`src/rtl/spi_port_pkg.sv`:
```
package spi_port_pkg;
  localparam int BYTE_W = 8;

  typedef enum logic [2:0] {
    FR_IDLE,
    FR_INSTR,
    FR_WDATA,
    FR_RDATA,
    FR_DONE
  } frame_state_e;

  typedef struct packed {
    logic lsb_first;
    logic four_wire;
  } port_mode_t;

  localparam port_mode_t MODE_RESET = '{lsb_first: 1'b0, four_wire: 1'b0};
endpackage

```
`src/rtl/spi_in_sync.sv`:
```
module spi_in_sync #(
  parameter int STAGES = 2
) (
  input  logic clk,
  input  logic rst_n,
  input  logic sclk_in,
  input  logic csn_in,
  input  logic din_in,
  output logic csn_s,
  output logic din_s,
  output logic sclk_rise,
  output logic sclk_fall
);
  // chain entry layout: {csn, sclk, din}
  logic [STAGES-1:0][2:0] chain_q, chain_d;
  logic sclk_prev_q, sclk_prev_d;
  logic sclk_s;

  always_comb begin
    chain_d[0] = {csn_in, sclk_in, din_in};
    for (int i = 1; i < STAGES; i++) chain_d[i] = chain_q[i-1];
    sclk_prev_d = sclk_s;
  end

  always_ff @(posedge clk or negedge rst_n) begin
    if (!rst_n) begin
      chain_q     <= {STAGES{3'b100}};
      sclk_prev_q <= 1'b0;
    end else begin
      chain_q     <= chain_d;
      sclk_prev_q <= sclk_prev_d;
    end
  end

  assign csn_s     = chain_q[STAGES-1][2];
  assign sclk_s    = chain_q[STAGES-1][1];
  assign din_s     = chain_q[STAGES-1][0];
  assign sclk_rise = sclk_s & ~sclk_prev_q;
  assign sclk_fall = ~sclk_s & sclk_prev_q;
endmodule

```
`src/rtl/spi_mode_reg.sv`:
```
module spi_mode_reg
  import spi_port_pkg::*;
(
  input  logic              clk,
  input  logic              rst_n,
  input  logic              wr_en,
  input  logic [1:0]        wr_bits,
  output port_mode_t        mode,
  output logic [BYTE_W-1:0] rd_byte
);
  port_mode_t mode_q, mode_d;

  always_comb begin
    mode_d = mode_q;
    if (wr_en) begin
      mode_d.lsb_first = wr_bits[1];
      mode_d.four_wire = wr_bits[0];
    end
  end

  always_ff @(posedge clk or negedge rst_n) begin
    if (!rst_n) mode_q <= MODE_RESET;
    else        mode_q <= mode_d;
  end

  assign mode = mode_q;
  // mirrored nibbles; bit 3 (long instruction) is fixed to 1
  assign rd_byte = {mode_q.four_wire, mode_q.lsb_first, 1'b0, 1'b1,
                    1'b1, 1'b0, mode_q.lsb_first, mode_q.four_wire};
endmodule

```
`src/rtl/spi_frame_ctrl.sv`:
```
module spi_frame_ctrl
  import spi_port_pkg::*;
#(
  parameter int ADDR_W = 13
) (
  input  logic              clk,
  input  logic              rst_n,
  input  logic              sclk_rise,
  input  logic              sclk_fall,
  input  logic              csn_s,
  input  logic              din_s,
  input  port_mode_t        mode_cfg,
  input  logic [BYTE_W-1:0] mode_byte,
  input  logic [BYTE_W-1:0] bus_rdata,
  output logic [ADDR_W-1:0] bus_addr,
  output logic [BYTE_W-1:0] bus_wdata,
  output logic              bus_wr,
  output logic              bus_rd,
  output logic              mode_we,
  output logic              out_bit,
  output logic              rd_active,
  output logic              act_four_wire
);
  localparam int INSTR_W = ADDR_W + 3;
  localparam int CNT_W   = $clog2(INSTR_W);
  localparam int DPOS_W  = $clog2(BYTE_W);

  frame_state_e        state_q, state_d;
  logic [CNT_W-1:0]    bitcnt_q, bitcnt_d;
  logic [INSTR_W-1:0]  ishift_q, ishift_d, ishift_nx;
  logic [BYTE_W-1:0]   dshift_q, dshift_d, dshift_nx;
  logic [ADDR_W-1:0]   addr_q, addr_d, addr_step;
  logic [1:0]          rem_q, rem_d;
  logic                stream_q, stream_d;
  port_mode_t          act_q, act_d;
  logic [BYTE_W-1:0]   tx_q, tx_d;
  logic                out_q, out_d;
  logic [ADDR_W-1:0]   baddr_q, baddr_d;
  logic [BYTE_W-1:0]   bwdata_q, bwdata_d;
  logic                wrp_q, wrp_d, rdp_q, rdp_d;
  logic                more, last_instr, last_data, addr_zero;
  logic [DPOS_W-1:0]   dpos, tx_pos;

  assign ishift_nx  = act_q.lsb_first ? {din_s, ishift_q[INSTR_W-1:1]}
                                      : {ishift_q[INSTR_W-2:0], din_s};
  assign dshift_nx  = act_q.lsb_first ? {din_s, dshift_q[BYTE_W-1:1]}
                                      : {dshift_q[BYTE_W-2:0], din_s};
  assign addr_step  = act_q.lsb_first ? addr_q + 1'b1 : addr_q - 1'b1;
  assign more       = stream_q || (rem_q != 2'd0);
  assign last_instr = (bitcnt_q == CNT_W'(INSTR_W - 1));
  assign last_data  = (bitcnt_q == CNT_W'(BYTE_W - 1));
  assign dpos       = bitcnt_q[DPOS_W-1:0];
  assign tx_pos     = act_q.lsb_first ? dpos : DPOS_W'(BYTE_W - 1) - dpos;
  assign addr_zero  = (baddr_q == '0);

  always_comb begin
    state_d  = state_q;
    bitcnt_d = bitcnt_q;
    ishift_d = ishift_q;
    dshift_d = dshift_q;
    addr_d   = addr_q;
    rem_d    = rem_q;
    stream_d = stream_q;
    act_d    = act_q;
    out_d    = out_q;
    baddr_d  = baddr_q;
    bwdata_d = bwdata_q;
    wrp_d    = 1'b0;
    rdp_d    = 1'b0;
    tx_d     = tx_q;
    if (rdp_q) tx_d = addr_zero ? mode_byte : bus_rdata;

    if (state_q == FR_IDLE) begin
      bitcnt_d = '0;
      if (!csn_s) begin
        state_d = FR_INSTR;
        act_d   = mode_cfg;
      end
    end else if (csn_s) begin
      state_d  = FR_IDLE;
      bitcnt_d = '0;
    end else begin
      case (state_q)
        FR_INSTR: if (sclk_rise) begin
          ishift_d = ishift_nx;
          bitcnt_d = bitcnt_q + 1'b1;
          if (last_instr) begin
            bitcnt_d = '0;
            addr_d   = ishift_nx[ADDR_W-1:0];
            rem_d    = ishift_nx[ADDR_W+1:ADDR_W];
            stream_d = &ishift_nx[ADDR_W+1:ADDR_W];
            if (ishift_nx[INSTR_W-1]) begin
              state_d = FR_RDATA;
              rdp_d   = 1'b1;
              baddr_d = ishift_nx[ADDR_W-1:0];
            end else begin
              state_d = FR_WDATA;
            end
          end
        end
        FR_WDATA: if (sclk_rise) begin
          dshift_d = dshift_nx;
          bitcnt_d = bitcnt_q + 1'b1;
          if (last_data) begin
            bitcnt_d = '0;
            wrp_d    = 1'b1;
            baddr_d  = addr_q;
            bwdata_d = dshift_nx;
            addr_d   = addr_step;
            if (!more)          state_d = FR_DONE;
            else if (!stream_q) rem_d   = rem_q - 1'b1;
          end
        end
        FR_RDATA: begin
          if (sclk_fall) out_d = tx_q[tx_pos];
          if (sclk_rise) begin
            bitcnt_d = bitcnt_q + 1'b1;
            if (last_data) begin
              bitcnt_d = '0;
              addr_d   = addr_step;
              if (!more) begin
                state_d = FR_DONE;
              end else begin
                if (!stream_q) rem_d = rem_q - 1'b1;
                rdp_d   = 1'b1;
                baddr_d = addr_step;
              end
            end
          end
        end
        default: ;
      endcase
    end
  end

  always_ff @(posedge clk or negedge rst_n) begin
    if (!rst_n) begin
      state_q  <= FR_IDLE;
      bitcnt_q <= '0;
      ishift_q <= '0;
      dshift_q <= '0;
      addr_q   <= '0;
      rem_q    <= '0;
      stream_q <= 1'b0;
      act_q    <= MODE_RESET;
      tx_q     <= '0;
      out_q    <= 1'b0;
      baddr_q  <= '0;
      bwdata_q <= '0;
      wrp_q    <= 1'b0;
      rdp_q    <= 1'b0;
    end else begin
      state_q  <= state_d;
      bitcnt_q <= bitcnt_d;
      ishift_q <= ishift_d;
      dshift_q <= dshift_d;
      addr_q   <= addr_d;
      rem_q    <= rem_d;
      stream_q <= stream_d;
      act_q    <= act_d;
      tx_q     <= tx_d;
      out_q    <= out_d;
      baddr_q  <= baddr_d;
      bwdata_q <= bwdata_d;
      wrp_q    <= wrp_d;
      rdp_q    <= rdp_d;
    end
  end

  assign bus_addr      = baddr_q;
  assign bus_wdata     = bwdata_q;
  assign bus_wr        = wrp_q & ~addr_zero;
  assign bus_rd        = rdp_q & ~addr_zero;
  assign mode_we       = wrp_q & addr_zero;
  assign out_bit       = out_q;
  assign rd_active     = (state_q == FR_RDATA);
  assign act_four_wire = act_q.four_wire;
endmodule

```
`src/rtl/spi_slave_port.sv`:
```
module spi_slave_port
  import spi_port_pkg::*;
#(
  parameter int ADDR_W      = 13,
  parameter int SYNC_STAGES = 2
) (
  input  logic              clk,
  input  logic              rst_n,
  input  logic              spi_sclk,
  input  logic              spi_csn,
  input  logic              spi_sdio_i,
  output logic              spi_sdio_o,
  output logic              spi_sdio_oe,
  output logic              spi_sdo_o,
  output logic              spi_sdo_oe,
  output logic [ADDR_W-1:0] reg_addr,
  output logic [BYTE_W-1:0] reg_wdata,
  output logic              reg_wr,
  output logic              reg_rd,
  input  logic [BYTE_W-1:0] reg_rdata
);
  logic              csn_s, din_s, sclk_rise, sclk_fall;
  logic              mode_we, out_bit, rd_active, act_four_wire;
  port_mode_t        mode_cfg;
  logic [BYTE_W-1:0] mode_byte;

  spi_in_sync #(.STAGES(SYNC_STAGES)) u_sync (
    .clk       (clk),
    .rst_n     (rst_n),
    .sclk_in   (spi_sclk),
    .csn_in    (spi_csn),
    .din_in    (spi_sdio_i),
    .csn_s     (csn_s),
    .din_s     (din_s),
    .sclk_rise (sclk_rise),
    .sclk_fall (sclk_fall)
  );

  spi_mode_reg u_mode (
    .clk     (clk),
    .rst_n   (rst_n),
    .wr_en   (mode_we),
    .wr_bits (reg_wdata[1:0]),
    .mode    (mode_cfg),
    .rd_byte (mode_byte)
  );

  spi_frame_ctrl #(.ADDR_W(ADDR_W)) u_ctrl (
    .clk           (clk),
    .rst_n         (rst_n),
    .sclk_rise     (sclk_rise),
    .sclk_fall     (sclk_fall),
    .csn_s         (csn_s),
    .din_s         (din_s),
    .mode_cfg      (mode_cfg),
    .mode_byte     (mode_byte),
    .bus_rdata     (reg_rdata),
    .bus_addr      (reg_addr),
    .bus_wdata     (reg_wdata),
    .bus_wr        (reg_wr),
    .bus_rd        (reg_rd),
    .mode_we       (mode_we),
    .out_bit       (out_bit),
    .rd_active     (rd_active),
    .act_four_wire (act_four_wire)
  );

  assign spi_sdio_o  = out_bit;
  assign spi_sdo_o   = out_bit;
  assign spi_sdio_oe = rd_active & ~act_four_wire;
  assign spi_sdo_oe  = rd_active & act_four_wire;
endmodule

```
`config.mk`:
```
export PLATFORM = sky130hd
export DESIGN_NAME = spi_slave_port
export DESIGN_NICKNAME = d
export VERILOG_FILES = /design/src/rtl/spi_port_pkg.sv /design/src/rtl/spi_in_sync.sv /design/src/rtl/spi_mode_reg.sv /design/src/rtl/spi_frame_ctrl.sv /design/src/rtl/spi_slave_port.sv
export SDC_FILE = /design/constraint.sdc
export NUM_CORES = 1
export LEC_CHECK = 0
export BUFFER_PORTS_ARGS = -buffer_cell sky130_fd_sc_hd__buf_4
export CAP_MARGIN = 0
export CELL_PAD_IN_SITES_DETAIL_PLACEMENT = 0
export CELL_PAD_IN_SITES_GLOBAL_PLACEMENT = 1
export CORE_ASPECT_RATIO = 0.75
export CORE_MARGIN = 2
export CORE_UTILIZATION = 50
export CTS_CLUSTER_SIZE = 10
export DETAILED_ROUTE_END_ITERATION = 8
export GPL_ROUTABILITY_DRIVEN = 0
export GPL_TIMING_DRIVEN = 0
export PLACE_DENSITY = 0.82
export SETUP_SLACK_MARGIN = 0.05
export SLEW_MARGIN = 20
export SYNTH_ARGS = -nofsm -noshare
export SYNTH_HDL_FRONTEND = slang
export SYNTH_SLANG_ARGS = --single-unit
```
`constraint.sdc`:
```
create_clock -name clk -period 8.16 [get_ports clk]
set_clock_uncertainty 0.2 [all_clocks]
set_input_delay 0.816 -clock clk [delete_from_list [all_inputs] [get_ports clk]]
set_output_delay 0.816 -clock clk [all_outputs]
set_load 0.02 [all_outputs]
```
Yosys cells after proc, flatten, opt, wreduce, memory -nomap -nowiden

Index checks and enable logic that the tools add are counted.

$add $sub $neg: 5
$mul: 0
Divide/modulo/power cells: 0
Order comparisons: 1
Equality and inequality tests: 23
Shift operators: 0
Mux-type cells: 59
Bitwise operators: 13
Reductions and logical operators: 20

Operators with widths:

| cell                                                | count |
|---|---|
| two-way mux 13 bit                                  | 13 |
| one-hot mux 13 bit (3 select lines)                 | 1 |
| two-way mux 3 bit                                   | 9 |
| one-hot mux 13 bit (2 select lines)                 | 1 |
| two-way mux 4 bit                                   | 6 |
| two-way mux 16 bit                                  | 1 |
| two-way mux 8 bit                                   | 2 |
| != test 2 x 1 -> 1 bit (second input constant)      | 8 |
| two-way mux 1 bit                                   | 15 |
| AND reduction 7 bit                                 | 2 |
| adder 13 x 1 -> 13 bit (second input constant)      | 1 |
| logical NOT 13 bit                                  | 1 |
| subtractor 13 x 1 -> 13 bit (second input constant) | 1 |
| two-way mux 2 bit                                   | 6 |
| AND reduction 4 bit                                 | 3 |
| AND reduction 11 bit                                | 1 |
| != test 2 bit (second input constant)               | 5 |
| AND reduction 5 bit                                 | 2 |
| AND reduction 9 bit                                 | 1 |
| != test 4 x 1 -> 1 bit (second input constant)      | 2 |
| one-hot mux 4 bit (2 select lines)                  | 1 |
| bitwise AND 1 bit                                   | 7 |
| == test 3 x 2 -> 1 bit (second input constant)      | 2 |
| inverter 1 bit                                      | 6 |
| 22 further kinds                                    | 24 |

Bits in registers: 90
Bits in latches: 0
Bits in writable memories: 0
Bits in read-only memories: 0
Input port bits: 13
Output and inout bits: 27
Logic and storage cells: 141
Memories: 0

Logic depth before layout (Yosys ltp)

Depth in word-level cells: 8
Mapped depth: 11
Mapped depth without buffers: 9

Cells and area by module

From an unflattened synthesis, not the netlist that was laid out.

Cells, all modules: 561
Area, all modules: 5099.9 um^2

By module, submodules not included:

| module         | times used | cells each | area an instance (um^2) | sequential area each (um^2) |
|---|---|---|---|---|
| spi_frame_ctrl | 1          | 535        | 4743.3                  | 2026.9 |
| spi_in_sync    | 1          | 9          | 192.7                   | 177.7 |
| spi_mode_reg   | 1          | 14         | 140.1                   | 50.0 |
| spi_slave_port | 1          | 3          | 23.8                    | 0.0 |

Worst setup path after synthesis

OpenSTA, ideal clock, no wires.

Kind: register to register
From: reg u_ctrl.act_q[1] (netlist name)
To: reg u_ctrl.baddr_q[12] (netlist: u_ctrl.bus_addr[12])
Library setup time: 0.130 ns
Data arrival time: 2.609 ns
Data required time: 7.830 ns
Setup slack: 5.221 ns
Stages on the path, launching flop included: 11
Path buffers: 1
Clock period less this slack: 2.939 ns
Cell sequence: dfrtp_1 buf_2 inv_1 ha_1 a21o_1 a221o_1 nor4bb_1 and4bb_4 xnor2_2 a221oi_2 mux2i_1

Cells in the longest elaborated chain, start to end: 5
Elaborated cells on any way between the ends: 11
Those cells by class: eq/ne (1); mux (9); reduce/logical (1)

RTL lines:

| element                                                         | RTL line                                    | text |
|---|---|---|
| start, declared                                                 | spi_frame_ctrl.sv:35                        | `port_mode_t act_q, act_d;` |
| start signal, assigned                                          | spi_frame_ctrl.sv:160                       | `act_q <= act_d;` |
| two-way mux 13 bit / two-way mux 16 bit (equally long branches) | spi_frame_ctrl.sv:48, spi_frame_ctrl.sv:44  |  |
| two-way mux 13 bit (on tied branches)                           | spi_frame_ctrl.sv:121, spi_frame_ctrl.sv:92 |  |
| two-way mux 13 bit (on tied branches)                           | spi_frame_ctrl.sv:118, spi_frame_ctrl.sv:87 |  |
| two-way mux 13 bit (on tied branches)                           | spi_frame_ctrl.sv:116, spi_frame_ctrl.sv:84 |  |
| one-hot mux 13 bit (3 select lines)                             | spi_frame_ctrl.sv:83                        | `case (state_q)` |
| end signal, assigned                                            | spi_frame_ctrl.sv:163                       | `baddr_q <= baddr_d;` |
| end, declared                                                   | spi_frame_ctrl.sv:38                        | `logic [ADDR_W-1:0] baddr_q, baddr_d;` |

Several ways; a longest one is shown, not always the timed one. The select of a mux whose other input is x is not followed.
A chain may end at the register's enable or synchronous reset.

Worst setup path after layout

Same ends and word-level chain as after synthesis.

==> impl_metrics.toml <==
[run_status]
status = "finished, final reports clean"

[route]
viasPerCell = 5.70
drtAntennaViolNets = 0
vias = 4222
drc = 0
totalWireLength_um = 12900
routedWlPerCell_um = 17.4
drt_iter0_drc = 264
firstDrtPassIters = 5

[cts]
ctsResizeCount = 0
cts.sinks = 90
clk_latency_ns = 0.34
cts_root_buf = "clkbuf_16"
clk_pin_slew_ns = 0.07
cts_setup_buffers = 0
cts_made_buffers = 9
clk_path_buf_depth = 2
cts_hold_buf = 0
cts_tree = "done"
htree_levels = 3

[placed_design]
pre_cts_ws_ns = 4.67
port_buffers = 39
placed_area_um2 = 5460
dp_hpwl_um = 9450
dpl.cell_count = 725

[synthesis]
synth_area_um2 = 5000
ys_seq_area_frac = 0.451
synth_area_per_cell_um2 = 9.03
yosysWarningCount = 0
synth_nets = 581
synthCells = 554
synthArstFlopShare = 1.00
synthDistinctLibCells = 58
synth_edf_count = 0
synth_flop_cell = "dfrtp_1"
ys_ff_latch = 90

[grt]
grt_pass1_vias = 4170
grt_max_degree = 91
grt_use_total = 0.255
grt_pass1_wl_um = 21700
grt.overflow.total = 0
grt_antenna_before_repair = 0

[floorplanning]
ios = 40
design.die.area_um2 = 10800
initial_core_util = 0.516
core_um2 = 9700
die_x_um = 119
die_h_um = 90.6
rows = 31

[timing]
timing.final.ws_setup_ns = 4.67
timing.setup.tns_ns = 0
rsz0062_at_grt = "no"
holdWs_ns = 0.150
period_share = 0.428
final_hold_viol_count = 0
clock.fmax_ghz = 0.286
period_needed_ns = 3.50
finalMaxSlewViolations = 0
tightestPinTransition_ns = 0.848
finalSetupViolCount = 0
maxSlewHeadroom = 0.434

[power_and_ir_drop]
total_power_mw = 1.01
leakage_nw = 2.64
vdd_drop_max_v = 0.000133
power_density_nw_per_um2 = 176

[worst_setup_path]
end_kind = "flip-flop"
rrSetupSlack_ns = 4.67
critical_path_peak_fanout = 16
cp_data_required_time_ns = 8.18
critical_path_class = "flip-flop to flip-flop"
start_kind = "flip-flop"
worstPathArrival_ns = 3.51

[finish]
final_common_cell = "dfrtp_1"
layout_common_cells = "dfrtp_1, nand2_1, o21ai_0, nor2_1, a21oi_1"
layout.nets = 631
area.growth.synth_to_final_pct = 15.1
postLayoutCellArea_um2 = 5760
stdcell_count = 741
layout-drive-gt1-share = 0.146
diodes = 0
fin_util = 0.594

[min_path]
hp-class = "flip-flop to flip-flop"

[flow_run]
cap_violations = 0
[synth_stat cells, drive strengths merged (2+ instances only)]
master  count  share of area
a311oi      2         0.0035
o21ai      71          0.071
mux2i      33          0.066
o211ai      4         0.0060
xor2        3         0.0053
a21o        6         0.0093
mux2        6          0.014
and3        5         0.0063
nand2      80          0.060
nand2b      9          0.011
ha         13          0.033
nor2       51          0.040
o31ai       5         0.0075
dfstp       2          0.011
or2         4         0.0050
a221oi      2         0.0048
clkbuf     18          0.020
nor3        9         0.0090
a21oi      41          0.041
xnor2       9          0.017
nand3      12          0.012
or3         2         0.0025
a22o        5         0.0088
nand4       3         0.0038
a211oi      4         0.0070
a31oi       5         0.0063
buf        14          0.016
dfrtp      88           0.44
inv        15          0.011
and2        6         0.0075
o21a        2         0.0030
nor4        4         0.0050
nor2b       8          0.010
[metal layers]
metal | track usage | wire length, um | vias to the layer above
met3 | 0.0631 | 656 | 11
met5 | 0 | 0 | -
met4 | 0.0500 | 104 | 0
met1 | 0.389 | 6540 | 2071
met2 | 0.370 | 5560 | 91
li1 | - | - | 2049
[path summary, 6_finish.rpt]
check                                                  endpoint                   startpoint  cells past startpoint
worst max-delay path            u_ctrl.bus_addr[12]$_DFFE_PN0P_  u_ctrl.act_q[1]$_DFFE_PN0P_                     10
worst min-delay path                     u_sync.din_s$_DFF_PN0_  u_sync.chain_d[3]$_DFF_PN0_                      0
worst max register to register  u_ctrl.bus_addr[12]$_DFFE_PN0P_  u_ctrl.act_q[1]$_DFFE_PN0P_                     10
worst min register to register           u_sync.din_s$_DFF_PN0_  u_sync.chain_d[3]$_DFF_PN0_                      0
max in group asynchronous                u_ctrl.rdp_q$_DFF_PN0_                        rst_n                      1
min in group asynchronous       u_ctrl.bus_addr[12]$_DFFE_PN0P_                        rst_n                      1
[kinds of logic after synthesis]
kind of cell	share of synthesized area
buf+inv	0.0473
mux	0.0803
xor+xnor	0.0225
fa+ha+maj	0.0365
flops	0.451
simple gates	0.181
compound gates	0.182
[worst max-delay path, cell delays in order (launching register included)]
cell      delay (ns)
dfrtp_1         0.41
buf_2           0.20
inv_1           0.52
ha_1            0.42
a21o_1          0.23
a221o_1         0.39
nor4bb_1        0.25
and4bb_4        0.29
xnor2_2         0.13
a221oi_2        0.21
mux2i_1         0.10
[flip-flops by register name, indices dropped and copies added, names as in the netlist, 2 cells and up]
register and count:
u_ctrl.ishift_q 16, u_ctrl.addr_q 13, u_ctrl.bus_addr 13, u_ctrl.bus_wdata 8
u_ctrl.dshift_q 8, u_ctrl.tx_q 8, u_ctrl.bitcnt_q 4, u_ctrl.state_q 3
u_sync.chain_d 3, u_ctrl.rem_q 2, u_mode.mode 2
[cell type report]
class                      instances  area, um^2
inverter                          15        56.3
sequential                        90        2250
fill                             881        3940
buffer                            32         180
tap                              132         165
clock buffer                      11         253
timing repair buffer              39         297
clock inverter                     5        38.8
multi-input combinational        417        2510
[where the power goes]
| part | internal [mW] | switching [mW] | leakage [nW] | total (mW) |
|---|---|---|---|---|
| sequential | 0.462 | 0.0112 | 1.19 | 0.473 |
| clock | 0.224 | 0.177 | 0.142 | 0.401 |
| combinational | 0.0524 | 0.0872 | 1.30 | 0.140 |
Note: power is estimated with default switching activity, not from simulation.
